## src/rtl/pipe5_pkg.sv

```systemverilog
package pipe5_pkg;
  localparam int XLEN = 32;
  localparam int RIDX = 3;

  typedef enum logic [2:0] {
    OP_ADD  = 3'd0,
    OP_NAND = 3'd1,
    OP_LW   = 3'd2,
    OP_SW   = 3'd3,
    OP_BEQ  = 3'd4,
    OP_RSV  = 3'd5,
    OP_HALT = 3'd6,
    OP_NOP  = 3'd7
  } op_e;

  localparam logic [XLEN-1:0] NOP_WORD = 32'hE000_0000;

  typedef struct packed {
    logic [XLEN-1:0] instr;
    logic [XLEN-1:0] pc1;
  } ifid_t;

  typedef struct packed {
    op_e             op;
    logic [XLEN-1:0] a;
    logic [XLEN-1:0] b;
    logic [XLEN-1:0] imm;
    logic [XLEN-1:0] pc1;
    logic [RIDX-1:0] dest;
  } idex_t;

  typedef struct packed {
    op_e             op;
    logic [XLEN-1:0] alu;
    logic [XLEN-1:0] b;
    logic [XLEN-1:0] target;
    logic            eq;
    logic [RIDX-1:0] dest;
  } exmem_t;

  typedef struct packed {
    op_e             op;
    logic [XLEN-1:0] alu;
    logic [XLEN-1:0] ld;
    logic [RIDX-1:0] dest;
  } memwb_t;

  localparam ifid_t  IFID_NOP  = '{instr: NOP_WORD, pc1: '0};
  localparam idex_t  IDEX_NOP  = '{op: OP_NOP, a: '0, b: '0, imm: '0, pc1: '0, dest: '0};
  localparam exmem_t EXMEM_NOP = '{op: OP_NOP, alu: '0, b: '0, target: '0, eq: 1'b0, dest: '0};
  localparam memwb_t MEMWB_NOP = '{op: OP_NOP, alu: '0, ld: '0, dest: '0};

  function automatic logic op_writes_reg(op_e op);
    return (op == OP_ADD) || (op == OP_NAND) || (op == OP_LW);
  endfunction

  function automatic logic op_uses_imm(op_e op);
    return (op == OP_LW) || (op == OP_SW);
  endfunction
endpackage

```

## src/rtl/pipe5_regfile.sv

```systemverilog
module pipe5_regfile #(
  parameter int NREG = 8,
  parameter int W    = 32,
  localparam int AW  = $clog2(NREG)
) (
  input  logic          clk_i,
  input  logic          rst_ni,
  input  logic [AW-1:0] ra_i,
  output logic [W-1:0]  ra_o,
  input  logic [AW-1:0] rb_i,
  output logic [W-1:0]  rb_o,
  input  logic [AW-1:0] rp_i,
  output logic [W-1:0]  rp_o,
  input  logic          we_i,
  input  logic [AW-1:0] wa_i,
  input  logic [W-1:0]  wd_i
);
  logic [W-1:0] regs [NREG];

  always_ff @(posedge clk_i or negedge rst_ni) begin
    if (!rst_ni) begin
      for (int i = 0; i < NREG; i++) regs[i] <= '0;
    end else if (we_i && wa_i != '0) begin
      regs[wa_i] <= wd_i;
    end
  end

  // same-cycle write is visible to readers
  function automatic logic [W-1:0] rd(logic [AW-1:0] a);
    if (a == '0) return '0;
    if (we_i && wa_i == a) return wd_i;
    return regs[a];
  endfunction

  assign ra_o = rd(ra_i);
  assign rb_o = rd(rb_i);
  assign rp_o = rd(rp_i);

  a_r4_r0_zero: assert property (@(posedge clk_i) disable iff (!rst_ni) regs[0] == '0);
endmodule

```

## src/rtl/pipe5_alu.sv

```systemverilog
module pipe5_alu
  import pipe5_pkg::*;
(
  input  op_e             op_i,
  input  logic [XLEN-1:0] a_i,
  input  logic [XLEN-1:0] b_i,
  input  logic [XLEN-1:0] imm_i,
  input  logic [XLEN-1:0] pc1_i,
  output logic [XLEN-1:0] res_o,
  output logic            eq_o,
  output logic [XLEN-1:0] tgt_o
);
  logic [XLEN-1:0] src2;

  assign src2  = op_uses_imm(op_i) ? imm_i : b_i;
  assign res_o = (op_i == OP_NAND) ? ~(a_i & src2) : a_i + src2;
  assign eq_o  = (a_i == b_i);
  assign tgt_o = pc1_i + imm_i;
endmodule

```

## src/rtl/pipe5_core.sv

```systemverilog
module pipe5_core
  import pipe5_pkg::*;
#(
  parameter int IMEM_WORDS = 64,
  parameter int DMEM_WORDS = 64,
  localparam int IAW = $clog2(IMEM_WORDS),
  localparam int DAW = $clog2(DMEM_WORDS)
) (
  input  logic            clk_i,
  input  logic            rst_ni,
  input  logic            imem_we_i,
  input  logic [IAW-1:0]  imem_addr_i,
  input  logic [XLEN-1:0] imem_wdata_i,
  input  logic            dmem_we_i,
  input  logic [DAW-1:0]  dmem_addr_i,
  input  logic [XLEN-1:0] dmem_wdata_i,
  input  logic [RIDX-1:0] peek_reg_i,
  output logic [XLEN-1:0] peek_reg_o,
  input  logic [DAW-1:0]  peek_mem_i,
  output logic [XLEN-1:0] peek_mem_o,
  output logic            halted_o
);
  logic [XLEN-1:0] imem [IMEM_WORDS];
  logic [XLEN-1:0] dmem [DMEM_WORDS];

  logic [IAW-1:0] pc, pc_inc;
  ifid_t  ifid;
  idex_t  idex, id_next;
  exmem_t exmem, ex_next;
  memwb_t memwb;
  logic   halt_pend, halted_q;

  // fetch
  logic [XLEN-1:0] fetch_word;
  logic take_br, stop_fetch;
  assign fetch_word = imem[pc];
  assign pc_inc     = pc + IAW'(1);
  assign take_br    = (exmem.op == OP_BEQ) && exmem.eq;
  assign stop_fetch = halt_pend | halted_q;

  always_ff @(posedge clk_i) begin
    if (imem_we_i) imem[imem_addr_i] <= imem_wdata_i;
  end

  // decode
  op_e             id_op;
  logic [RIDX-1:0] id_ra, id_rb;
  logic [XLEN-1:0] id_a, id_b;
  logic            wb_we;
  logic [XLEN-1:0] wb_data;

  assign id_op = op_e'(ifid.instr[31:29]);
  assign id_ra = ifid.instr[28:26];
  assign id_rb = ifid.instr[25:23];

  pipe5_regfile #(.NREG(1 << RIDX), .W(XLEN)) u_rf (
    .clk_i (clk_i),
    .rst_ni(rst_ni),
    .ra_i  (id_ra),
    .ra_o  (id_a),
    .rb_i  (id_rb),
    .rb_o  (id_b),
    .rp_i  (peek_reg_i),
    .rp_o  (peek_reg_o),
    .we_i  (wb_we),
    .wa_i  (memwb.dest),
    .wd_i  (wb_data)
  );

  always_comb begin
    id_next.op   = (id_op == OP_RSV) ? OP_NOP : id_op;
    id_next.a    = id_a;
    id_next.b    = id_b;
    id_next.imm  = {{(XLEN-16){ifid.instr[15]}}, ifid.instr[15:0]};
    id_next.pc1  = ifid.pc1;
    id_next.dest = (id_op == OP_LW) ? id_rb : ifid.instr[RIDX-1:0];
  end

  // execute
  logic [XLEN-1:0] ex_res, ex_tgt;
  logic            ex_eq;

  pipe5_alu u_alu (
    .op_i (idex.op),
    .a_i  (idex.a),
    .b_i  (idex.b),
    .imm_i(idex.imm),
    .pc1_i(idex.pc1),
    .res_o(ex_res),
    .eq_o (ex_eq),
    .tgt_o(ex_tgt)
  );

  always_comb begin
    ex_next.op     = idex.op;
    ex_next.alu    = ex_res;
    ex_next.b      = idex.b;
    ex_next.target = ex_tgt;
    ex_next.eq     = ex_eq;
    ex_next.dest   = idex.dest;
  end

  // memory
  logic [DAW-1:0]  mem_addr;
  logic [XLEN-1:0] mem_rdata;
  assign mem_addr   = exmem.alu[DAW-1:0];
  assign mem_rdata  = dmem[mem_addr];
  assign peek_mem_o = dmem[peek_mem_i];

  always_ff @(posedge clk_i) begin
    if (dmem_we_i)               dmem[dmem_addr_i] <= dmem_wdata_i;
    else if (exmem.op == OP_SW)  dmem[mem_addr]    <= exmem.b;
  end

  // write-back
  assign wb_we    = op_writes_reg(memwb.op);
  assign wb_data  = (memwb.op == OP_LW) ? memwb.ld : memwb.alu;
  assign halted_o = halted_q;

  always_ff @(posedge clk_i or negedge rst_ni) begin
    if (!rst_ni) begin
      pc        <= '0;
      ifid      <= IFID_NOP;
      idex      <= IDEX_NOP;
      exmem     <= EXMEM_NOP;
      memwb     <= MEMWB_NOP;
      halt_pend <= 1'b0;
      halted_q  <= 1'b0;
    end else begin
      halted_q <= halted_q | (memwb.op == OP_HALT);
      memwb    <= '{op: exmem.op, alu: exmem.alu, ld: mem_rdata, dest: exmem.dest};
      if (take_br) begin
        pc        <= exmem.target[IAW-1:0];
        ifid      <= IFID_NOP;
        idex      <= IDEX_NOP;
        exmem     <= EXMEM_NOP;
        halt_pend <= 1'b0;
      end else begin
        exmem <= ex_next;
        if (stop_fetch) begin
          ifid <= IFID_NOP;
          idex <= IDEX_NOP;
        end else begin
          pc        <= pc_inc;
          ifid      <= '{instr: fetch_word, pc1: XLEN'(pc_inc)};
          idex      <= id_next;
          halt_pend <= (id_op == OP_HALT);
        end
      end
    end
  end

  a_r6_flush_slots: assert property (@(posedge clk_i) disable iff (!rst_ni)
    take_br |=> (ifid.instr == NOP_WORD && idex.op == OP_NOP && exmem.op == OP_NOP));
  a_r6_branch_pc: assert property (@(posedge clk_i) disable iff (!rst_ni)
    take_br |=> pc == $past(exmem.target[IAW-1:0]));
  a_r7_halt_sticky: assert property (@(posedge clk_i) disable iff (!rst_ni)
    halted_o |=> halted_o);
  a_r7_pc_frozen: assert property (@(posedge clk_i) disable iff (!rst_ni)
    halted_q |=> $stable(pc));
  a_r9_pc_step: assert property (@(posedge clk_i) disable iff (!rst_ni)
    (!take_br && !stop_fetch) |=> pc == $past(pc) + IAW'(1));
endmodule

```

## config.mk

```make
export PLATFORM = sky130hd
export DESIGN_NAME = pipe5_core
export DESIGN_NICKNAME = d
export VERILOG_FILES = /design/src/rtl/pipe5_pkg.sv /design/src/rtl/pipe5_regfile.sv /design/src/rtl/pipe5_alu.sv /design/src/rtl/pipe5_core.sv
export SDC_FILE = /design/constraint.sdc
export NUM_CORES = 2
export LEC_CHECK = 0
export BUFFER_PORTS_ARGS = -buffer_cell sky130_fd_sc_hd__buf_2
export CORE_AREA = 8 8 561 563
export CTS_BUF_LIST = sky130_fd_sc_hd__clkbuf_8
export DETAILED_ROUTE_END_ITERATION = 8
export DIE_AREA = 0 0 569 571
export PLACE_DENSITY = 0.78
export RECOVER_POWER = 50
export SKIP_CTS_REPAIR_TIMING = 1
export SLEW_MARGIN = 10
export SYNTH_ARGS = -nofsm -noshare
export SYNTH_HDL_FRONTEND = slang
export SYNTH_SLANG_ARGS = --single-unit
export TNS_END_PERCENT = 10
```

## constraint.sdc

```tcl
create_clock -name clk_i -period 7.4 [get_ports clk_i]
set_input_delay 0.74 -clock clk_i [delete_from_list [all_inputs] [get_ports clk_i]]
set_output_delay 0.74 -clock clk_i [all_outputs]
set_load 0.02 [all_outputs]
```

## Word-level counts from Yosys, hierarchy flattened

Memory sizes are Yosys's and may differ from the RTL's. A register that Yosys moved wholly into a read port is not among the register bits.
Cells that the tools add are included.

| storage, ports and cells | value |
|---|---|
| bits in registers | 577 |
| RAM bits | 4096 |
| bits of input ports | 89 |
| output and inout port bits | 65 |
| memories kept | 2 |

Memories:

| name | depth | bits a word | read ports | clocked after Yosys merged registers in | write ports | line | source |
|---|---|---|---|---|---|---|---|
| dmem | 64 | 32 | 2 | 1 | 1 | pipe5_core.sv:24 | `logic [XLEN-1:0] dmem [DMEM_WORDS];` |
| imem | 64 | 32 | 1 | 0 | 1 | pipe5_core.sv:23 | `logic [XLEN-1:0] imem [IMEM_WORDS];` |

| cells by class | value |
|---|---|
| $add $sub $neg | 3 |
| $lt $le $gt $ge | 5 |
| equal/unequal tests | 16 |
| mux-type cells | 57 |
| bitwise logic cells | 8 |
| reductions and logical operators | 16 |

Operator list:

| operator | count |
|---|---|
| 32-bit two-way mux | 23 |
| 32-bit binary-select mux with 3-bit select | 3 |
| 134-bit two-way mux | 2 |
| 256-bit bitwise mux | 1 |
| 64-bit two-way mux | 2 |
| 103-bit two-way mux | 1 |
| 32-bit demux with 3-bit select | 1 |
| 32-bit adder | 2 |
| 32-bit AND | 1 |
| 32-bit == test | 1 |
| 32-bit inverter | 1 |
| 32-bit OR reduction | 1 |
| 1-bit two-way mux | 19 |
| 6-bit two-way mux | 3 |
| 4-bit >= comparator (second input constant) | 4 |
| 3-bit inverter with 4-bit output | 4 |
| 3-bit by 2-bit == test with 1-bit output (second input constant) | 5 |
| 3-bit == test (second input constant) | 4 |
| 3-bit logical NOT | 4 |
| 3-bit == test | 3 |
| 6-bit by 1-bit adder with 6-bit output (second input constant) | 1 |
| 3-bit by 1-bit == test with 1-bit output (second input constant) | 2 |
| 1-bit logical AND | 6 |
| 3-bit two-way mux | 2 |
| other kinds (6) | 9 |

## Depth between registers and ports, before layout

| logic depth | value |
|---|---|
| depth after elaboration | 10 |
| mapped depth | 14 |
| depth with buffers taken out | 11 |

## Modules after synthesis

Synthesis repeated with hierarchy kept, for this count alone.

| second synthesis, totals | value |
|---|---|
| cell total of the unflattened synthesis | 9639 |
| area total of the unflattened synthesis | 183718.7 µm² |

By module, submodules not included:

| module | times used | cells each | area each (µm²) | sequential area each (µm²) |
|---|---|---|---|---|
| pipe5_core | 1 | 7572 | 164403.9 | 116516.7 |
| pipe5_regfile | 1 | 1419 | 14630.3 | 5605.4 |
| pipe5_alu | 1 | 648 | 4684.5 | 0.0 |

## Worst setup path before layout

OpenSTA, ideal clock, no wires.

| path | value |
|---|---|
| path type | register to register |
| start | register idex (netlist bit ex_next[102]) |
| end | register exmem[95] in the netlist's numbering |
| library setup time | 0.124 ns |
| arrival time | 3.666 ns |
| setup slack | 3.610 ns |
| cell stages (with the launch flop) | 14 |
| period minus slack after synthesis | 3.790 ns |
| path through | dfstp_2 -> nand2b_1 -> clkbuf_1 -> clkbuf_1 -> mux2_2 -> ha_1 -> clkbuf_1 -> and4_1 -> a21oi_1 -> and3_1 -> a2111oi_0 -> nor2_1 -> o2111a_1 -> a211o_1 |

| on the way | value |
|---|---|
| word-level cells in the longest chain between the ends | 7 |
| elaborated cells between the ends (all ways) | 10 |
| those cells by class | add/sub (1); eq/ne (3); mux (3); bitwise (2); reduce/logical (1) |

RTL lines:

| item | line | source |
|---|---|---|
| start: declaration | pipe5_core.sv:28 | `idex_t idex, id_next;` |
| start signal: assignment | pipe5_core.sv:146 | `idex <= id_next;` |
| branches (longest 5 deep; another with 32-bit adder) | -- |  |
| 32-bit two-way mux * | pipe5_alu.sv:16 | `assign res_o = (op_i == OP_NAND) ? ~(a_i & src2) : a_i + src2;` |
| 103-bit two-way mux * | pipe5_core.sv:132 | `if (take_br) begin` |
| end signal: assignment | pipe5_core.sv:139 | `exmem <= ex_next;` |
| end: declaration | pipe5_core.sv:29 | `exmem_t exmem, ex_next;` |

Mark *: on every way between the ends.
A chain may end at the register's enable or synchronous reset.

## Final worst setup path

| path | value |
|---|---|
| start | register memwb[68] in the netlist's numbering |
| end | output peek_reg_o[1] |

| on the way | value |
|---|---|
| word-level cells in the longest chain between the ends | 8 |
| elaborated cells between the ends (all ways) | 12 |
| those cells by class | eq/ne (2); mux (6); reduce/logical (4) |

RTL lines:

| item | line | source |
|---|---|---|
| start: declaration | pipe5_core.sv:30 | `memwb_t memwb;` |
| start signal: assignment | pipe5_core.sv:131 | `memwb <= '{op: exmem.op, alu: exmem.alu, ld: mem_rdata, dest: exmem.dest};` |
| 3-bit by 1-bit == test with 1-bit output or 3-bit logical NOT (tied branches) | pipe5_pkg.sv:54 | `return (op == OP_ADD) \|\| (op == OP_NAND) \|\| (op == OP_LW);` |
| 1-bit logical OR (2 in series) | pipe5_pkg.sv:54 |  |
| 1-bit logical AND | pipe5_regfile.sv:31 | `if (we_i && wa_i == a) return wd_i;` |
| 1-bit two-way mux (2 in series) | pipe5_regfile.sv:31 |  |
| 32-bit two-way mux * | pipe5_regfile.sv:32 | `return regs[a];` |
| 32-bit two-way mux * | pipe5_regfile.sv:31 |  |
| end: declaration | pipe5_core.sv:18 | `output logic [XLEN-1:0] peek_reg_o,` |

Mark *: on every way between the ends. The rest lies on a longest branch, timed or not. The select of a mux whose other input is x is not followed.

==> run_results.csv <==
group,metric,value,unit
cts,cts_sinks,4182,
sta,drv_slew,4132,
layout,finalNetCount,9226,
power,p_per_area,264,mW/mm^2
cts,max-clock-path-buffers,4,
floorplanning,initial_core_util,59.7,%
cts,root_buffer,"clkbuf_8",
floorplanning,ios,154,
grt,use_met2,47.2,%
cts,htreeDepth,6,
sta,worstMarginPinSlew,5040,ps
worst_setup_path,cp-start-kind,"register",
sta,fin_worst_hold_slack,235,ps
cts,cts_tree,"built",
layout,fill_cells,19100,
hold_path,hold_path_class,"in -> reg",
floorplanning,core_area,0.305,sq mm
layout,fin_area,0.200,sq mm
synth,ys_ff_latch,4182,
grt,busiest_layer,"met2",
synth,avgSynthCellArea,21.0,sq um
placed_design,gp_congestion,0.909,
sta,period_share,81.0,%
drt,wl_per_cell,37.1,um
worst_setup_path,setup.worst_path.end_class,"output pin",
power,leakage,64.8,nW
grt,gr-usage-met1,42.9,%
layout,syn_to_final_growth,10.0,%
drt,ant_nets,0,
placed_design,io_buffers,146,
power,peakVddDrop,0.000415,V
grt,grt.total_usage,31.3,%
floorplanning,num_rows,203,
synth,syn_area,0.182,sq mm
floorplanning,die_y,571,um
power,switching_share,26.6,%
synth,synth_seq_area_share,67.5,%
synth,yosys_most_used_dff,"edfxtp_1",
synth,synth.net_count,8812,
floorplanning,fp.dieW,569,um
worst_setup_path,critical_path_required,6660,ps
worst_setup_path,setup.worst_path.class,"reg -> out",
grt,grt_pass1_wl,724000,um
drt,firstDrtPassIters,6,
synth,synth.distinct_cells,58,
grt,overflow,0,
cts,clkTransAtPathRegs,60,ps
sta,slew_headroom,-236,%
layout,drive_above_1_share,35.2,%
job,maxCapViolCount,103,
placed_design,placed_area,0.189,sq mm
sta,tns,0,ps
drt,drt_iter0_drc,15300,
floorplanning,die_area,0.325,sq mm
synth,async_flop_share,12.8,%
placed_design,hpwl,300000,um
run_status,outcome,"finished with violations",
sta,finalHoldViolCount,0,
cts,clkLatencyLatePin,1200,ps
grt,use_met3,8.97,%
power,share_comb_of_total_power,15.8,%
grt,grt_max_degree,163,
synth,synth_edf_count,3648,
drt,routed_via_density,7.19,
grt,antenna_found_initial,57,
grt,grt_pass1_vias,100000,
sta,min_period,5990,ps
power,p_seq_share,49.6,%
sta,fmax,167,MHz
cts,cts_buffers,655,
sta,finClkSkew,115,ps
synth,syn_inst,8680,
synth,ys_warn_count,0,
worst_setup_path,cp_data_arrival_time,5250,ps
power,intPower,38.9,mW
sta,rsz0062_at_grt,"false",
power,clock_power_share,34.6,%
drt,vias,98900,
worst_setup_path,reg2reg_slack,1790,ps
drt,finalWirelength,511000,um
drt,drc,0,
sta,setup_viol,0,
worst_setup_path,worstPathMaxFanout,24,
run_status,failed_checks,"capacitance limit, slew limit",
power,switchingPower,14.1,mW
through the flow:
step	instances	utilization [%]	setup slack [ps]	power, mW
CTS	13700	65.8	2390	53.0
finish	13800	65.7	1410	52.9
global route	13700	65.7	1260	54.4
detailed placement	12500	61.8	2480	34.9
global placement	12500	61.8	2530	34.8
floorplan	8680	-	3610	32.0
cell usage in the layout (no fill, tap or decap), drive strengths merged, types with 22 or more instances in the layout:
master  synthesis  routed
a211oi        128     128
a21o           22      22
a21oi          71      71
and2           61      61
and3           30      30
buf           241     303
clkbuf        401     773
clkinv          0     257
dfrtp         522     522
diode           0      40
edfxtp       3648    3648
ha             41      41
inv            14     234
mux2           46      46
mux2i         158     158
mux4         2035    2035
nand2         422     422
nand3          27      27
nor2          290     290
nor2b          32      32
o21ai         256     256
xnor2          50      50
xor2           23      23
critical path: stages, from the launching register on:
cell and delay [ps]:
dfstp_1 550, nor3b_1 330, clkbuf_1 1410, mux2_2 450
nor2_1 50, a211oi_1 990, buf_2 330
final cells by class:
| type | count | area (sq um) | area share [%] |
|---|---|---|---|
| inverter | 14 | 52.6 | 0.0262 |
| antenna | 40 | 100 | 0.0499 |
| tap | 4100 | 5130 | 2.56 |
| clock inverter | 498 | 2770 | 1.38 |
| multi-input combinational | 3842 | 57300 | 28.6 |
| sequential | 4182 | 123000 | 61.4 |
| clock buffer | 679 | 9350 | 4.66 |
| timing repair buffer | 399 | 2790 | 1.39 |
final timing paths:
kind	cells after the start	to	start
max in group asynchronous	3	u_rf.regs[191]	rst_ni
worst max-delay path	6	peek_reg_o[1]	memwb[68]
min in group asynchronous	2	u_rf.regs[252]	rst_ni
worst min-delay path	2	imem[33][9]	imem_addr_i[1]
worst max register to register	5	id_ra[1]	pc[1]
worst min register to register	0	memwb[54]	exmem[87]
cell usage after synthesis, types with 14 or more instances:
library cell,count,area (sq um)
nor2b_1,32,200
nand2_1,422,1580
ha_1,41,513
buf_4,16,120
nand4_1,18,113
xor2_1,23,201
and3_1,30,188
a211oi_1,128,961
mux2_2,46,518
nor2_1,290,1090
nand2b_1,19,119
a21o_1,22,165
or3_1,15,93.8
buf_1,79,297
xnor2_1,50,438
o21ai_0,256,1280
mux4_2,2035,45800
a21oi_1,71,355
nand3_1,27,135
inv_1,14,52.6
edfxtp_1,3648,110000
clkbuf_1,401,1510
and2_1,61,382
mux2i_1,158,1580
dfrtp_1,522,13100
buf_2,142,711
cell families (layout without fill, tap and decap cells):
group                      Yosys count  in the layout  synth area share, %
DFF                               4182           4182                 67.5
muxes                             2239           2239                 26.3
and+or+nand+nor                    946            946                 2.27
buffers and inverters              656           1590                 1.50
AOI/OAI and AO/OA                  541            541                 1.79
xor gates and xnor gates            73             73                0.351
adders and majority gates           43             43                0.304
other                                0             40                    0
power groups by stage:
stage	clock network [mW]	registers, mW	logic, mW
2_1_floorplan	0	26.4	5.63
5_1_grt	19.5	26.3	8.67
6_report	18.3	26.2	8.35
3_5_place_dp	0	26.7	8.24
3_3_place_gp	0	26.7	8.08
4_1_cts	18.5	26.2	8.26
flip-flops by register name, summed over array words and instances (netlist names):
name       cells
ex_next       38
id_rb          3
id_next       22
u_rf.regs    256
halt_pend      1
pc             6
dmem        2048
id_op          3
exmem         77
imem        1600
id_ra          3
halted_o       1
memwb         70
idex          54
per-layer routing:
layer  part of all wire [%]  vias up
met5                  0.056        -
met1                     34    51800
li1                       -    37900
met2                     46     7714
met3                     14     1396
met4                    5.4       38
Note: power is estimated with default switching activity, not from simulation.
